$ cat config.mk
export PLATFORM = sky130hd
export DESIGN_NAME = rmii_dibit_adapter
export DESIGN_NICKNAME = d
export VERILOG_FILES = /design/src/rtl/rmii_adapt_pkg.sv /design/src/rtl/rmii_rate_strobe.sv /design/src/rtl/rmii_tx_splitter.sv /design/src/rtl/rmii_rx_merger.sv /design/src/rtl/rmii_dibit_adapter.sv
export SDC_FILE = /design/constraint.sdc
export NUM_CORES = 1
export LEC_CHECK = 0
export BUFFER_PORTS_ARGS = -buffer_cell sky130_fd_sc_hd__buf_2
export CORE_MARGIN = 3
export CORE_UTILIZATION = 50
export CTS_CLUSTER_SIZE = 40
export DETAILED_ROUTE_END_ITERATION = 8
export PLACE_DENSITY_LB_ADDON = 0.12
export REMOVE_ABC_BUFFERS = 1
export SLEW_MARGIN = 20
export SYNTH_ARGS = -nofsm -noshare
export SYNTH_HDL_FRONTEND = slang
export SYNTH_SLANG_ARGS = --single-unit
$ cat constraint.sdc
create_clock -name clk -period 1.7 [get_ports clk]
set_input_delay 0.085 -clock clk [delete_from_list [all_inputs] [get_ports clk]]
set_output_delay 0.085 -clock clk [all_outputs]
set_load 0.005 [all_outputs]
$ cat src/rtl/rmii_adapt_pkg.sv
package rmii_adapt_pkg;
  localparam int unsigned DIBIT_W = 2;
  localparam int unsigned NIB_W   = 2 * DIBIT_W;
  localparam logic [DIBIT_W-1:0] START_DIBIT = 2'b01;

  typedef enum logic {
    RX_IDLE = 1'b0,
    RX_DATA = 1'b1
  } rx_state_e;
endpackage

$ cat src/rtl/rmii_rate_strobe.sv
module rmii_rate_strobe #(
  parameter int unsigned SLOW_DIV = 10
) (
  input  logic clk,
  input  logic rst,
  input  logic slow_mode,
  output logic dibit_stb,
  output logic half_sel
);
  localparam int unsigned CW = (SLOW_DIV > 1) ? $clog2(SLOW_DIV) : 1;
  localparam logic [CW-1:0] LAST = CW'(SLOW_DIV - 1);

  logic [CW-1:0] div_cnt;

  always_ff @(posedge clk) begin
    if (rst || !slow_mode) div_cnt <= '0;
    else if (div_cnt == LAST) div_cnt <= '0;
    else div_cnt <= div_cnt + 1'b1;
  end

  assign dibit_stb = slow_mode ? (div_cnt == LAST) : 1'b1;

  // half_sel = 0 : next strobe starts a nibble (low pair)
  always_ff @(posedge clk) begin
    if (rst) half_sel <= 1'b0;
    else if (dibit_stb) half_sel <= ~half_sel;
  end

  // divider never leaves its modulo range
  a_r3_div_in_range: assert property (@(posedge clk) disable iff (rst)
    div_cnt <= LAST);
  // slow-mode strobes are never back to back
  a_r3_strobe_spacing: assert property (@(posedge clk) disable iff (rst)
    (slow_mode && $past(slow_mode) && $past(dibit_stb)) |-> !dibit_stb);
endmodule

$ cat src/rtl/rmii_tx_splitter.sv
module rmii_tx_splitter
  import rmii_adapt_pkg::*;
(
  input  logic               clk,
  input  logic               rst,
  input  logic               dibit_stb,
  input  logic               half_sel,
  input  logic               nib_en,
  input  logic [NIB_W-1:0]   nib_data,
  output logic               nib_take,
  output logic               tx_en,
  output logic [DIBIT_W-1:0] txd
);
  logic [DIBIT_W-1:0] hi_pair;

  assign nib_take = dibit_stb & ~half_sel;

  always_ff @(posedge clk) begin
    if (rst) begin
      tx_en   <= 1'b0;
      txd     <= '0;
      hi_pair <= '0;
    end else if (nib_take) begin
      tx_en   <= nib_en;
      txd     <= nib_en ? nib_data[DIBIT_W-1:0] : '0;
      hi_pair <= nib_en ? nib_data[NIB_W-1:DIBIT_W] : '0;
    end else if (dibit_stb) begin
      txd <= hi_pair;
    end
  end

  // idle line carries zeros
  a_r4_idle_zero: assert property (@(posedge clk) disable iff (rst)
    !tx_en |-> (txd == '0));
  // outputs only move right after a strobe
  a_r3_hold_between_strobes: assert property (@(posedge clk) disable iff (rst)
    !$past(dibit_stb) |-> ($stable(txd) && $stable(tx_en)));
  // enable only changes at a nibble boundary
  a_r4_en_on_nibble: assert property (@(posedge clk) disable iff (rst)
    !$stable(tx_en) |-> $past(nib_take));
endmodule

$ cat src/rtl/rmii_rx_merger.sv
module rmii_rx_merger
  import rmii_adapt_pkg::*;
(
  input  logic               clk,
  input  logic               rst,
  input  logic               dibit_stb,
  input  logic               crs_dv,
  input  logic [DIBIT_W-1:0] rxd,
  input  logic               rx_er,
  output logic               nib_valid,
  output logic [NIB_W-1:0]   nib_data,
  output logic               nib_err,
  output logic               dv_clean
);
  rx_state_e          state;
  logic               have_lo;
  logic [DIBIT_W-1:0] lo_pair;
  logic               lo_err;

  always_ff @(posedge clk) begin
    if (rst) begin
      state     <= RX_IDLE;
      have_lo   <= 1'b0;
      lo_pair   <= '0;
      lo_err    <= 1'b0;
      nib_valid <= 1'b0;
      nib_data  <= '0;
      nib_err   <= 1'b0;
    end else begin
      nib_valid <= 1'b0;
      if (dibit_stb) begin
        unique case (state)
          RX_IDLE: begin
            if (crs_dv && rxd == START_DIBIT) begin
              state   <= RX_DATA;
              lo_pair <= rxd;
              lo_err  <= rx_er;
              have_lo <= 1'b1;
            end
          end
          RX_DATA: begin
            if (!crs_dv) begin
              state   <= RX_IDLE;
              have_lo <= 1'b0;
            end else if (!have_lo) begin
              lo_pair <= rxd;
              lo_err  <= rx_er;
              have_lo <= 1'b1;
            end else begin
              nib_data  <= {rxd, lo_pair};
              nib_err   <= lo_err | rx_er;
              nib_valid <= 1'b1;
              have_lo   <= 1'b0;
            end
          end
          default: state <= RX_IDLE;
        endcase
      end
    end
  end

  assign dv_clean = (state == RX_DATA);

  // valid is a single-clock pulse
  a_r6_valid_pulse: assert property (@(posedge clk) disable iff (rst)
    nib_valid |=> !nib_valid);
  // nibbles only come out of an open frame
  a_r6_valid_in_frame: assert property (@(posedge clk) disable iff (rst)
    nib_valid |-> $past(state == RX_DATA));
  // every nibble follows a sample strobe
  a_r9_valid_after_strobe: assert property (@(posedge clk) disable iff (rst)
    nib_valid |-> $past(dibit_stb));
  // frame closes only on a sampled carrier drop
  a_r8_dv_fall: assert property (@(posedge clk) disable iff (rst)
    $fell(dv_clean) |-> $past(dibit_stb && !crs_dv));
endmodule

$ cat src/rtl/rmii_dibit_adapter.sv
module rmii_dibit_adapter
  import rmii_adapt_pkg::*;
#(
  parameter int unsigned SLOW_DIV = 10
) (
  input  logic               clk,
  input  logic               rst,
  input  logic               speed_10m,
  input  logic               mac_tx_en,
  input  logic [NIB_W-1:0]   mac_txd,
  output logic               mac_tx_take,
  output logic               rmii_tx_en,
  output logic [DIBIT_W-1:0] rmii_txd,
  input  logic               rmii_crs_dv,
  input  logic [DIBIT_W-1:0] rmii_rxd,
  input  logic               rmii_rx_er,
  output logic               mac_rx_valid,
  output logic [NIB_W-1:0]   mac_rxd,
  output logic               mac_rx_er,
  output logic               rmii_rx_dv
);
  logic dibit_stb;
  logic half_sel;

  rmii_rate_strobe #(.SLOW_DIV(SLOW_DIV)) rate_i (
    .clk       (clk),
    .rst       (rst),
    .slow_mode (speed_10m),
    .dibit_stb (dibit_stb),
    .half_sel  (half_sel)
  );

  rmii_tx_splitter tx_i (
    .clk       (clk),
    .rst       (rst),
    .dibit_stb (dibit_stb),
    .half_sel  (half_sel),
    .nib_en    (mac_tx_en),
    .nib_data  (mac_txd),
    .nib_take  (mac_tx_take),
    .tx_en     (rmii_tx_en),
    .txd       (rmii_txd)
  );

  rmii_rx_merger rx_i (
    .clk       (clk),
    .rst       (rst),
    .dibit_stb (dibit_stb),
    .crs_dv    (rmii_crs_dv),
    .rxd       (rmii_rxd),
    .rx_er     (rmii_rx_er),
    .nib_valid (mac_rx_valid),
    .nib_data  (mac_rxd),
    .nib_err   (mac_rx_er),
    .dv_clean  (rmii_rx_dv)
  );
endmodule

==> results.md <==
* Seq/Total Area, Yosys at 0.456
* Async SR Flop Fraction at 0
* CP Data Required Time at 1620 ps
* Commonest cells post-synth: dfxtp_1 (21), nand2_1 (15), mux2i_1 (9)
* Status: completed
* Most area-consuming cells after synthesis: dfxtp_1 (46%), mux2i_1 (9.8%), nand2_1 (6.1%), nor3_1 (4.3%), a221oi_4 (2.8%)
* Number of port buffers at 22
* Vias per Instance at 5.27
* Total gr overflow at 0
* Initial core utilization at 0.572
* Vias in the first global route at 691
* Die W at 48.9 microns
* Pleak at 0.541 nW
* Synth top area share at 0.456
* First DRT Iteration DRCs at 21
* Final Net Count at 133
* Initial antenna violation count at 0
* Post-synthesis simple-gate area fraction at 0.217
* First-pass GRT wire length at 2990 microns
* XOR/XNOR Fraction of Synth Area at 0.0190
* Worst-Margin Slew at 376 ps
* DRC Markers at 0
* Total Die Area at 2400 sq um
* Io pins at 23
* Post-synthesis compound-gate area fraction at 0.130
* Total GRT Usage at 0.158
* Clock transition at path regs at 130 ps
* # diodes at 0
* Inserted Clock Buffers at 3
* Max_cap viols at 0
* TritonCTS clock tree: yes
* Unique cell type count in the Yosys netlist at 29
* Die Height at 48.9 microns
* Main combinational cell family by area after synthesis: simple AND/OR/NAND/NOR gates
* Final TNS setup at 0 ps
* Slew headroom at 0.749
* Clk_lat worst skew at 300 ps
* Hold Path Class: primary input to flop
* Drt wl/cell at 12.3 microns
* Post-route ant nets at 0
* Crit path DAT at 1480 ps
* Post-synthesis adder-cell area fraction at 0.0271
* Total number of vias at 748
* Tcrit/Tclk final at 0.918
* Clk_skew at 16.3 ps
* Mux contribution to synthesized area at 0.110
* Crit path time final at 1560 ps
* Area leader, netlist: dfxtp_1
* Setup WS post-layout at 140 ps
* Layout Utilization at 0.675
* Final Hold Vio Count at 0
* GPL Wtd Cong at 0.722
* Yosys warns at 0
* Critical path class: flop to output pin
* Peak Freq at 0.641 GHz
* Clk root buf: clkbuf_4
* RSZ-0062 raised after global routing: no
* Core Box Area at 1610 sq um
* Synth Register Bits at 21
* Peak supply drop at 0.629 mV
* Clock Sinks at 21
* Largest net degree at the start of global routing at 14
* Bufs on Longest Clock Path at 2
* Crit end category: output pin
* Max-slew violations at 0
* H-tree depth at 1
* Syn avg cell area at 9.81 sq um
* Top_reg_cell synth: dfxtp_1
* Pwr per Cell Area at 777 nW/um^2
* Initial DRT Pass Iterations at 5
* Pwr Total at 0.000845 W
* Post-synth EDFFs at 0
* Most numerous cell in the Yosys netlist: dfxtp_1
* WL final at 1750 microns
* Dpl hpwl at 1330 microns
* Mapped Area at 922 sq um
* Share of layout cells above drive strength 1 at 0.297
* Pre-CTS WS at 190 ps
* Hold_buf cts at 0
* Rows at 14
* Cells after Synth at 94
* Largest fanout on the critical path at 6
* Final setup violation count at 0
* Area grow syn2layout at 17.9%
* Critical Path Source Type: flop
## final timing paths
path	slack, ps	end	startpoint	depth (start not counted)
worst max register to register	200	rx_i.nib_data[2]$_SDFFE_PP0P_	rate_i.div_cnt[1]$_SDFF_PP0_	5
worst min register to register	460	rate_i.div_cnt[0]$_SDFF_PP0_	rate_i.div_cnt[0]$_SDFF_PP0_	1
worst max-delay path	140	mac_tx_take	rate_i.div_cnt[1]$_SDFF_PP0_	6
worst min-delay path	20	rx_i.lo_err$_SDFFE_PP0P_	rmii_rx_er	3
## critical path, cell delays in order (launching register included)
cell and delay (ps):
dfxtp_1 340, inv_1 60, ha_1 190, nand3b_4 130
a21oi_2 200, buf_4 160, buf_2 110
## sequential cells by signal (all words and copies together) (netlist names)
name	cells
rx_i.have_lo	1
rate_i.div_cnt	4
rx_i.nib_err	1
rx_i.dv_clean	1
tx_i.txd	2
tx_i.tx_en	1
rx_i.lo_err	1
rx_i.nib_data	4
rx_i.nib_valid	1
rx_i.lo_pair	2
tx_i.hi_pair	2
rate_i.half_sel	1
## logic make-up (layout without fill, tap and decap cells)
family,count (synthesis),in the layout
xor+xnor,2,2
compound gates,12,12
simple gates,37,37
flops,21,21
mux,10,10
buf+inv,10,34
fa+ha+maj,2,2
## placed cells by master (no fill, tap or decap), drive strengths merged, types with 2 or more instances in the layout
cell,n
a222oi,2
nor2b,3
ha,2
clkbuf,3
nand2,15
nor3,8
nor2,3
and3,2
mux2i,9
buf,23
dfxtp,21
inv,7
a221oi,3
o21ai,2
## stage by stage
step                      area (sq um)  hold slack (ps)  cells
after floorplan                    911              157     91
after global placement            1060              342    138
after detailed placement          1060              350    138
after CTS                         1090             16.7    142
after global routing              1090             15.4    142
final                             1090             24.0    142
## cell type report
class / count / area [sq um]
inverter: 7 / 26.3
clock inverter: 1 / 5.00
multi-input combinational: 63 / 464
tap: 24 / 30.0
sequential: 21 / 422
fill: 132 / 524
clock buffer: 3 / 22.5
timing repair buffer: 23 / 118
## power breakdown
part	leakage (nW)	switching, W	internal, W
logic	0.352	0.0000481	0.0000426
registers	0.171	0.0000102	0.000507
clock network	0.0177	0.000149	0.0000876
total	0.541	0.000208	0.000638
## timing repair
action | in CTS | in global routing
gates resized for setup | 0 | 1
endpoints found under the setup margin | 0 | 1
buffers inserted | 0 | 0
## routing by layer
layer / up-vias / global-route usage / wire length (microns)
li1: 378 / - / -
met1: 347 / 0.193 / 811
met2: 21 / 0.240 / 814
met3: 2 / 0.0581 / 108
met4: 0 / 0.0853 / 13
met5: - / 0 / 0
No activity file was read; power rests on OpenSTA's default activity.
